===== src/rtl/dualiq_pkg.sv =====
package dualiq_pkg;

    localparam int SAMP_W  = 14;
    localparam int DEPTH   = 1024;
    localparam int NSTREAM = 4;
    localparam int NCHAN   = 2;
    localparam int ADDR_W  = $clog2(DEPTH);
    localparam int LEN_W   = ADDR_W + 1;

    localparam logic [SAMP_W-1:0] MID_SCALE = SAMP_W'(1) << (SAMP_W - 1);

    // Per-stream table shape: stream order is ch1 I, ch1 Q, ch2 I, ch2 Q.
    localparam int unsigned STREAM_SLOPE [NSTREAM] = '{1, 3, 5, 7};
    localparam int unsigned STREAM_BASE  [NSTREAM] = '{0, 4096, 8192, 12288};

    // One table entry, reduced modulo 2**SAMP_W.
    function automatic logic [SAMP_W-1:0] table_entry(
        input int unsigned slope,
        input int unsigned base,
        input logic [ADDR_W-1:0] idx
    );
        logic [31:0] acc;
        acc = 32'(idx) * 32'(slope) + 32'(base);
        return acc[SAMP_W-1:0];
    endfunction

endpackage


===== src/rtl/dualiq_index.sv =====
module dualiq_index #(
    parameter int DEPTH  = dualiq_pkg::DEPTH,
    localparam int ADDR_W = $clog2(DEPTH),
    localparam int LEN_W  = ADDR_W + 1
) (
    input  logic              clk_i,
    input  logic              rst_i,
    input  logic              run_i,
    input  logic [LEN_W-1:0]  len_i,
    output logic [ADDR_W-1:0] addr_o,
    output logic              active_o
);

    typedef struct packed {
        logic [ADDR_W-1:0] addr;
        logic              active;
    } idx_state_t;

    idx_state_t st_d, st_q;
    logic [LEN_W-1:0] eff_len;
    logic [LEN_W-1:0] last_ext;

    always_comb begin
        // Clamp the requested length into 1..DEPTH.
        if (len_i == '0) begin
            eff_len = LEN_W'(1);
        end else if (len_i > LEN_W'(DEPTH)) begin
            eff_len = LEN_W'(DEPTH);
        end else begin
            eff_len = len_i;
        end
        last_ext = eff_len - LEN_W'(1);

        st_d = st_q;
        if (rst_i || !run_i) begin
            st_d.addr   = '0;
            st_d.active = 1'b0;
        end else begin
            st_d.active = 1'b1;
            if ({1'b0, st_q.addr} >= last_ext) begin
                st_d.addr = '0;
            end else begin
                st_d.addr = st_q.addr + ADDR_W'(1);
            end
        end
    end

    always_ff @(posedge clk_i) begin
        st_q <= st_d;
    end

    assign addr_o   = st_q.addr;
    assign active_o = st_q.active;

endmodule


===== src/rtl/dualiq_table.sv =====
module dualiq_table #(
    parameter int          SAMP_W = dualiq_pkg::SAMP_W,
    parameter int          ADDR_W = dualiq_pkg::ADDR_W,
    parameter int unsigned SLOPE  = 1,
    parameter int unsigned BASE   = 0
) (
    input  logic              clk_i,
    input  logic              rst_i,
    input  logic              run_i,
    input  logic [ADDR_W-1:0] addr_i,
    output logic [SAMP_W-1:0] samp_o
);

    logic [SAMP_W-1:0] samp_d, samp_q;
    logic [31:0]       acc;

    always_comb begin
        acc = 32'(addr_i) * 32'(SLOPE) + 32'(BASE);
        if (rst_i || !run_i) begin
            samp_d = SAMP_W'(1) << (SAMP_W - 1);
        end else begin
            samp_d = acc[SAMP_W-1:0];
        end
    end

    always_ff @(posedge clk_i) begin
        samp_q <= samp_d;
    end

    assign samp_o = samp_q;

endmodule


===== src/rtl/dualiq_strobe.sv =====
module dualiq_strobe (
    input  logic clk_i,
    input  logic rst_i,
    input  logic active_i,
    output logic dac_clk_o,
    output logic dac_wr_o
);

    // rise_q toggles on rising edges and fall_q copies it on falling edges.
    // The two differ in the first half of a period and agree in the second.
    logic rise_d, rise_q;
    logic fall_d, fall_q;
    logic second_half;

    always_comb begin
        rise_d = rst_i ? 1'b0 : ~rise_q;
        fall_d = rst_i ? 1'b0 : rise_q;
    end

    always_ff @(posedge clk_i) begin
        rise_q <= rise_d;
    end

    always_ff @(negedge clk_i) begin
        fall_q <= fall_d;
    end

    assign second_half = ~(rise_q ^ fall_q);
    assign dac_clk_o   = active_i & second_half;
    assign dac_wr_o    = active_i & second_half;

endmodule


===== src/rtl/dualiq_player.sv =====
module dualiq_player #(
    parameter int  DEPTH  = dualiq_pkg::DEPTH,
    parameter int  SAMP_W = dualiq_pkg::SAMP_W,
    localparam int ADDR_W = $clog2(DEPTH),
    localparam int LEN_W  = ADDR_W + 1
) (
    input  logic              clk_i,
    input  logic              rst_i,
    input  logic              run_i,
    input  logic [LEN_W-1:0]  len_i,
    output logic [SAMP_W-1:0] ch1_i_o,
    output logic [SAMP_W-1:0] ch1_q_o,
    output logic [SAMP_W-1:0] ch2_i_o,
    output logic [SAMP_W-1:0] ch2_q_o,
    output logic              ch1_dac_clk_o,
    output logic              ch1_dac_wr_o,
    output logic              ch2_dac_clk_o,
    output logic              ch2_dac_wr_o
);

    import dualiq_pkg::*;

    logic [ADDR_W-1:0] addr;
    logic              active;
    logic [SAMP_W-1:0] samp  [NSTREAM];
    logic              dclk  [NCHAN];
    logic              dwr   [NCHAN];

    dualiq_index #(.DEPTH(DEPTH)) u_index (
        .clk_i    (clk_i),
        .rst_i    (rst_i),
        .run_i    (run_i),
        .len_i    (len_i),
        .addr_o   (addr),
        .active_o (active)
    );

    for (genvar s = 0; s < NSTREAM; s++) begin : g_stream
        dualiq_table #(
            .SAMP_W (SAMP_W),
            .ADDR_W (ADDR_W),
            .SLOPE  (STREAM_SLOPE[s]),
            .BASE   (STREAM_BASE[s])
        ) u_table (
            .clk_i  (clk_i),
            .rst_i  (rst_i),
            .run_i  (run_i),
            .addr_i (addr),
            .samp_o (samp[s])
        );
    end

    for (genvar c = 0; c < NCHAN; c++) begin : g_chan
        dualiq_strobe u_strobe (
            .clk_i     (clk_i),
            .rst_i     (rst_i),
            .active_i  (active),
            .dac_clk_o (dclk[c]),
            .dac_wr_o  (dwr[c])
        );
    end

    assign ch1_i_o       = samp[0];
    assign ch1_q_o       = samp[1];
    assign ch2_i_o       = samp[2];
    assign ch2_q_o       = samp[3];
    assign ch1_dac_clk_o = dclk[0];
    assign ch1_dac_wr_o  = dwr[0];
    assign ch2_dac_clk_o = dclk[1];
    assign ch2_dac_wr_o  = dwr[1];

endmodule


===== config.mk =====
export PLATFORM = sky130hd
export DESIGN_NAME = dualiq_player
export DESIGN_NICKNAME = d
export VERILOG_FILES = /design/src/rtl/dualiq_pkg.sv /design/src/rtl/dualiq_index.sv /design/src/rtl/dualiq_table.sv /design/src/rtl/dualiq_strobe.sv /design/src/rtl/dualiq_player.sv
export SDC_FILE = /design/constraint.sdc
export NUM_CORES = 1
export LEC_CHECK = 0
export BUFFER_PORTS_ARGS = -buffer_cell sky130_fd_sc_hd__clkbuf_2
export CAP_MARGIN = 20
export CORE_MARGIN = 2
export CORE_UTILIZATION = 40
export CTS_BUF_LIST = sky130_fd_sc_hd__clkbuf_8
export DETAILED_ROUTE_END_ITERATION = 8
export SETUP_SLACK_MARGIN = 0.4
export SYNTH_ARGS = -nofsm -noshare
export SYNTH_HDL_FRONTEND = slang
export SYNTH_SLANG_ARGS = --single-unit

===== constraint.sdc =====
create_clock -name clk_i -period 6.8 [get_ports clk_i]
set_clock_uncertainty 0.15 [all_clocks]
set_input_delay 0.34 -clock clk_i [delete_from_list [all_inputs] [get_ports clk_i]]
set_output_delay 0.34 -clock clk_i [all_outputs]
set_load 0.03 [all_outputs]

## Word-level counts from Yosys, hierarchy flattened

Cells that the tools add are included.

- Bitwise gates (word level): 8
- $lt $le $gt $ge: 2
- Multiply operators: 3
- Reductions and logical operators: 4
- Add/sub/neg operators: 5
- Mux-type cells: 4

Operators with widths:

| operator | count |
|---|---|
| adder 13 x 14 -> 14 bit, second input constant | 2 |
| multiplier 10 x 3 -> 13 bit, second input constant | 2 |
| two-way mux 11 bit | 2 |
| adder 12 x 13 -> 14 bit, second input constant | 1 |
| two-way mux 14 bit | 1 |
| multiplier 10 x 2 -> 12 bit, second input constant | 1 |
| greater-or-equal comparator 10 x 11 -> 1 bit | 1 |
| greater-than comparator 11 bit, second input constant | 1 |
| logical NOT 11 bit | 1 |
| subtractor 11 x 1 -> 11 bit, second input constant | 1 |
| adder 10 x 1 -> 10 bit, second input constant | 1 |
| inverter 1 bit | 4 |
| AND 1 bit | 2 |
| OR reduction 2 bit | 1 |
| bitwise XOR 1 bit | 2 |
| logical NOT 1 bit | 1 |
| logical OR 1 bit | 1 |
| two-way mux 1 bit | 1 |

- Logic and storage cells: 37
- Input port bits: 14
- Flip-flop bits (word level): 71

## Longest topological paths before layout

- Depth after elaboration: 6
- Gate-level depth with buffers: 15
- Gate-level depth less buffers: 14

## Modules after synthesis

From an unflattened synthesis, not the netlist that was laid out.

- Cells, all modules: 452
- Area total of the unflattened synthesis: 4379.2 um2

By module, submodules not included:

| module | area an instance (um2) | instances | cells each |
|---|---|---|---|
| dualiq_table (g_stream[3].u_table) | 1206.2 | 1 | 129 |
| dualiq_index | 910.9 | 1 | 107 |
| dualiq_table (g_stream[1].u_table) | 884.6 | 1 | 89 |
| dualiq_table (g_stream[2].u_table) | 872.1 | 1 | 83 |
| dualiq_table (g_stream[0].u_table) | 352.8 | 1 | 28 |
| dualiq_strobe | 76.3 | 2 | 8 |

==> out/results.txt <==
status = finished, final reports clean
Die Wd = 105 microns
Tightest Pin Transition = 0.704 ns
Crit. End Element = primary output
DP HPWL = 6280 microns
layout overhead on the synthesized area = 15.7%
Hold WC Path Type = in2reg
CTS root buffer = clkbuf_8
layout cell share with drive strength beyond 1 = 19.0%
Fin. Hold Viols = 0
number of I/O pins = 74
Bufs on Longest Clock Path = 2
r2r setup slk = 2.72 ns
final setup TNS = 0 ns
PD cells = 172 nW/um^2
non-filler cells, final = 622
#FFs+latches synth = 62
CP Data Required Time = 6.31 ns
Routed WL = 8310 microns
clock latency on the worst-skew pair = 0.35 ns
DIE AREA = 10900 sq um
vias in the first global route = 3096
data arrival time of the critical path = 4.55 ns
drt wl/cell = 13.4 microns
CTS resizes = 0
initial antenna violation count = 0
row count = 36
share of the yosys chip area belonging to registers = 30.6%
Setup-failing EPs final = 0
most common cell after layout, fill and taps aside = ha_1
Max-cap violations = 0
hold buffers post-CTS = 0
crit path launch type = register
Post-synth EDFFs = 0
largest net degree at the start of global routing = 47
R2R depth = 1
Rel. slew slack = 52.9%
TritonRoute pass-1 iters = 5
CP max FO = 2
routability congestion estimate = 0.830
first-pass GRT wire length = 14300 microns
max incr delay on CP = 0.31 ns
Nets = 581
PortBufs = 69
Lkg Pwr = 2.46 nW
hold depth = 2
min-delay src = rst_i
Num CTS Buffers = 9
VDD IR-drop max = 0.0833 mV
Netlist cell types = 52
grt ovf = 0
Final ANT Viol Nets = 0
core area = 9820 sq um
via count = 3178
Syn Area/Cell = 9.69 sq um
most frequent cells in the layout = 71 x ha_1, 69 x clkbuf_2, 62 x dfxtp_1, 22 x nor2_1, 22 x a21oi_1
most common flop cell mapped by yosys = dfxtp_1
htree depth = 3
GRT Total Usage = 15.9%
slowest CP cell = dfxtp_1
die height = 105 microns
clk sinks = 62
r2r startpoint = g_chan[1].u_strobe.rise_q
Worst-path clk slew = 0.07 ns
Via density = 5.11
worst reg2reg endpoint = g_chan[1].u_strobe.fall_q
Final Max Slew Viols = 0
area of the mapped netlist = 4050 sq um
family with the most delay on the worst path = flip-flops
synth warn = 0
WHS Endpoint = g_chan[1].u_strobe.rise_q
ys async rst share = 0%
Ant. Diodes = 0
DP Cell Count = 605
worst path cell trace = xnor2_1, and2_1, clkbuf_2
cell count after synthesis = 418
Worst Path Buf+Inv = 1
Initial DRC Count = 118
initial core utilization = 41.2%
unrepaired setup endpoints after global routing = false
CTS tree = yes
DRC = 0
postcts setup bufs = 0
critical path type = reg2out
[kinds of logic (layout without fill, tap and decap cells)]
logic type | count (synthesis) | in the layout | synth area share [%]
mux | 9 | 9 | 2.26
other cells | 2 | 4 | 0.185
buf+inv | 30 | 99 | 3.89
simple gates | 120 | 120 | 16.1
flops | 62 | 62 | 30.6
compound gates | 95 | 95 | 15.4
xor+xnor | 17 | 17 | 3.68
fa+ha+maj | 83 | 83 | 27.9
[how the worst max path moves through the flow]
stage	from	endpoint	slack [ns]	cells after the start
final	g_chan[0].u_strobe.fall_q	ch1_dac_wr_o	1.76	3
after global routing	g_chan[0].u_strobe.fall_q	ch1_dac_wr_o	1.69	3
after CTS	g_chan[0].u_strobe.fall_q	ch1_dac_wr_o	1.74	3
after detailed placement	g_chan[0].u_strobe.fall_q	ch1_dac_wr_o	2.14	3
after global placement	g_chan[1].u_strobe.fall_q	ch2_dac_wr_o	2.16	3
after floorplan	g_chan[0].u_strobe.fall_q	ch1_dac_wr_o	1.96	3
[per-stage QoR]
stage / worst slack, ns / hold WS [ns] / total power [mW] / utilization, % / cell area (sq um)
3_3_place_gp: 2.16 / 0.275 / 0.456 / 45.5 / 4470
3_5_place_dp: 2.14 / 0.293 / 0.457 / 45.5 / 4470
6_report: 1.76 / 0.0559 / 0.807 / 47.7 / 4690
4_1_cts: 1.74 / 0.0378 / 0.817 / 47.7 / 4690
5_1_grt: 1.69 / 0.0633 / 0.840 / 47.7 / 4690
2_1_floorplan: 1.96 / 0.255 / 0.439 / - / 4060
[state kept, by name, indices dropped and copies added (netlist names)]
| name | cells |
|---|---|
| g_chan.u_strobe.fall_q | 2 |
| g_chan.u_strobe.rise_q | 2 |
| g_stream.u_table.samp_o | 47 |
| u_index.active_o | 1 |
| u_index.addr_o | 10 |
[cell type report]
type,count,area [sq um]
sequential,62,1240
clock buffer,9,124
fill,990,5130
clock inverter,9,97.6
tap,133,166
inverter,10,37.5
timing repair buffer,71,360
multi-input combinational,328,2660
[metal layers]
metal | global-route usage [%] | wire length [microns]
met2 | 26.5 | 3850
met4 | 6.86 | 204
met5 | 0 | 0
met1 | 20.4 | 4000
met3 | 2.56 | 258
[power breakdown]
part | internal, mW | switching [mW] | total [mW]
registers | 0.370 | 0.00563 | 0.375
clock network | 0.206 | 0.156 | 0.362
logic | 0.0247 | 0.0458 | 0.0705
[synth_stat cells (2+ instances only)]
library cell  count  area share (%)
xor2_1            4            0.86
and3_1            3            0.46
o2111ai_1         2            0.43
fa_1             12             5.9
ha_1             71              22
o21ai_0          14             1.7
o21bai_1          5            0.93
a211oi_1          8             1.5
dfxtp_1          62              31
o22ai_1           2            0.31
clkbuf_1          4            0.37
conb_1            2            0.19
nor4_1            4            0.62
o211ai_1          4            0.74
a21oi_1          22             2.7
nand2b_1         12             1.9
a31oi_1           6            0.93
nand4_1           2            0.31
nand2_1          16             1.5
o21a_1            9             1.7
mux2i_1           8             2.0
or2_2             4            0.62
and2_1           20             3.1
xnor2_1          13             2.8
a21o_1           10             1.9
a211o_1           2            0.43
nor2_1           22             2.0
nor2b_1           8             1.2
buf_2             3            0.37
nor3_1            7            0.86
a311oi_1          2            0.43
buf_4            11             2.0
or3_1             7             1.1
nand3_1           9             1.1
inv_1            11             1.0
Power figures use the tool's default switching activity.
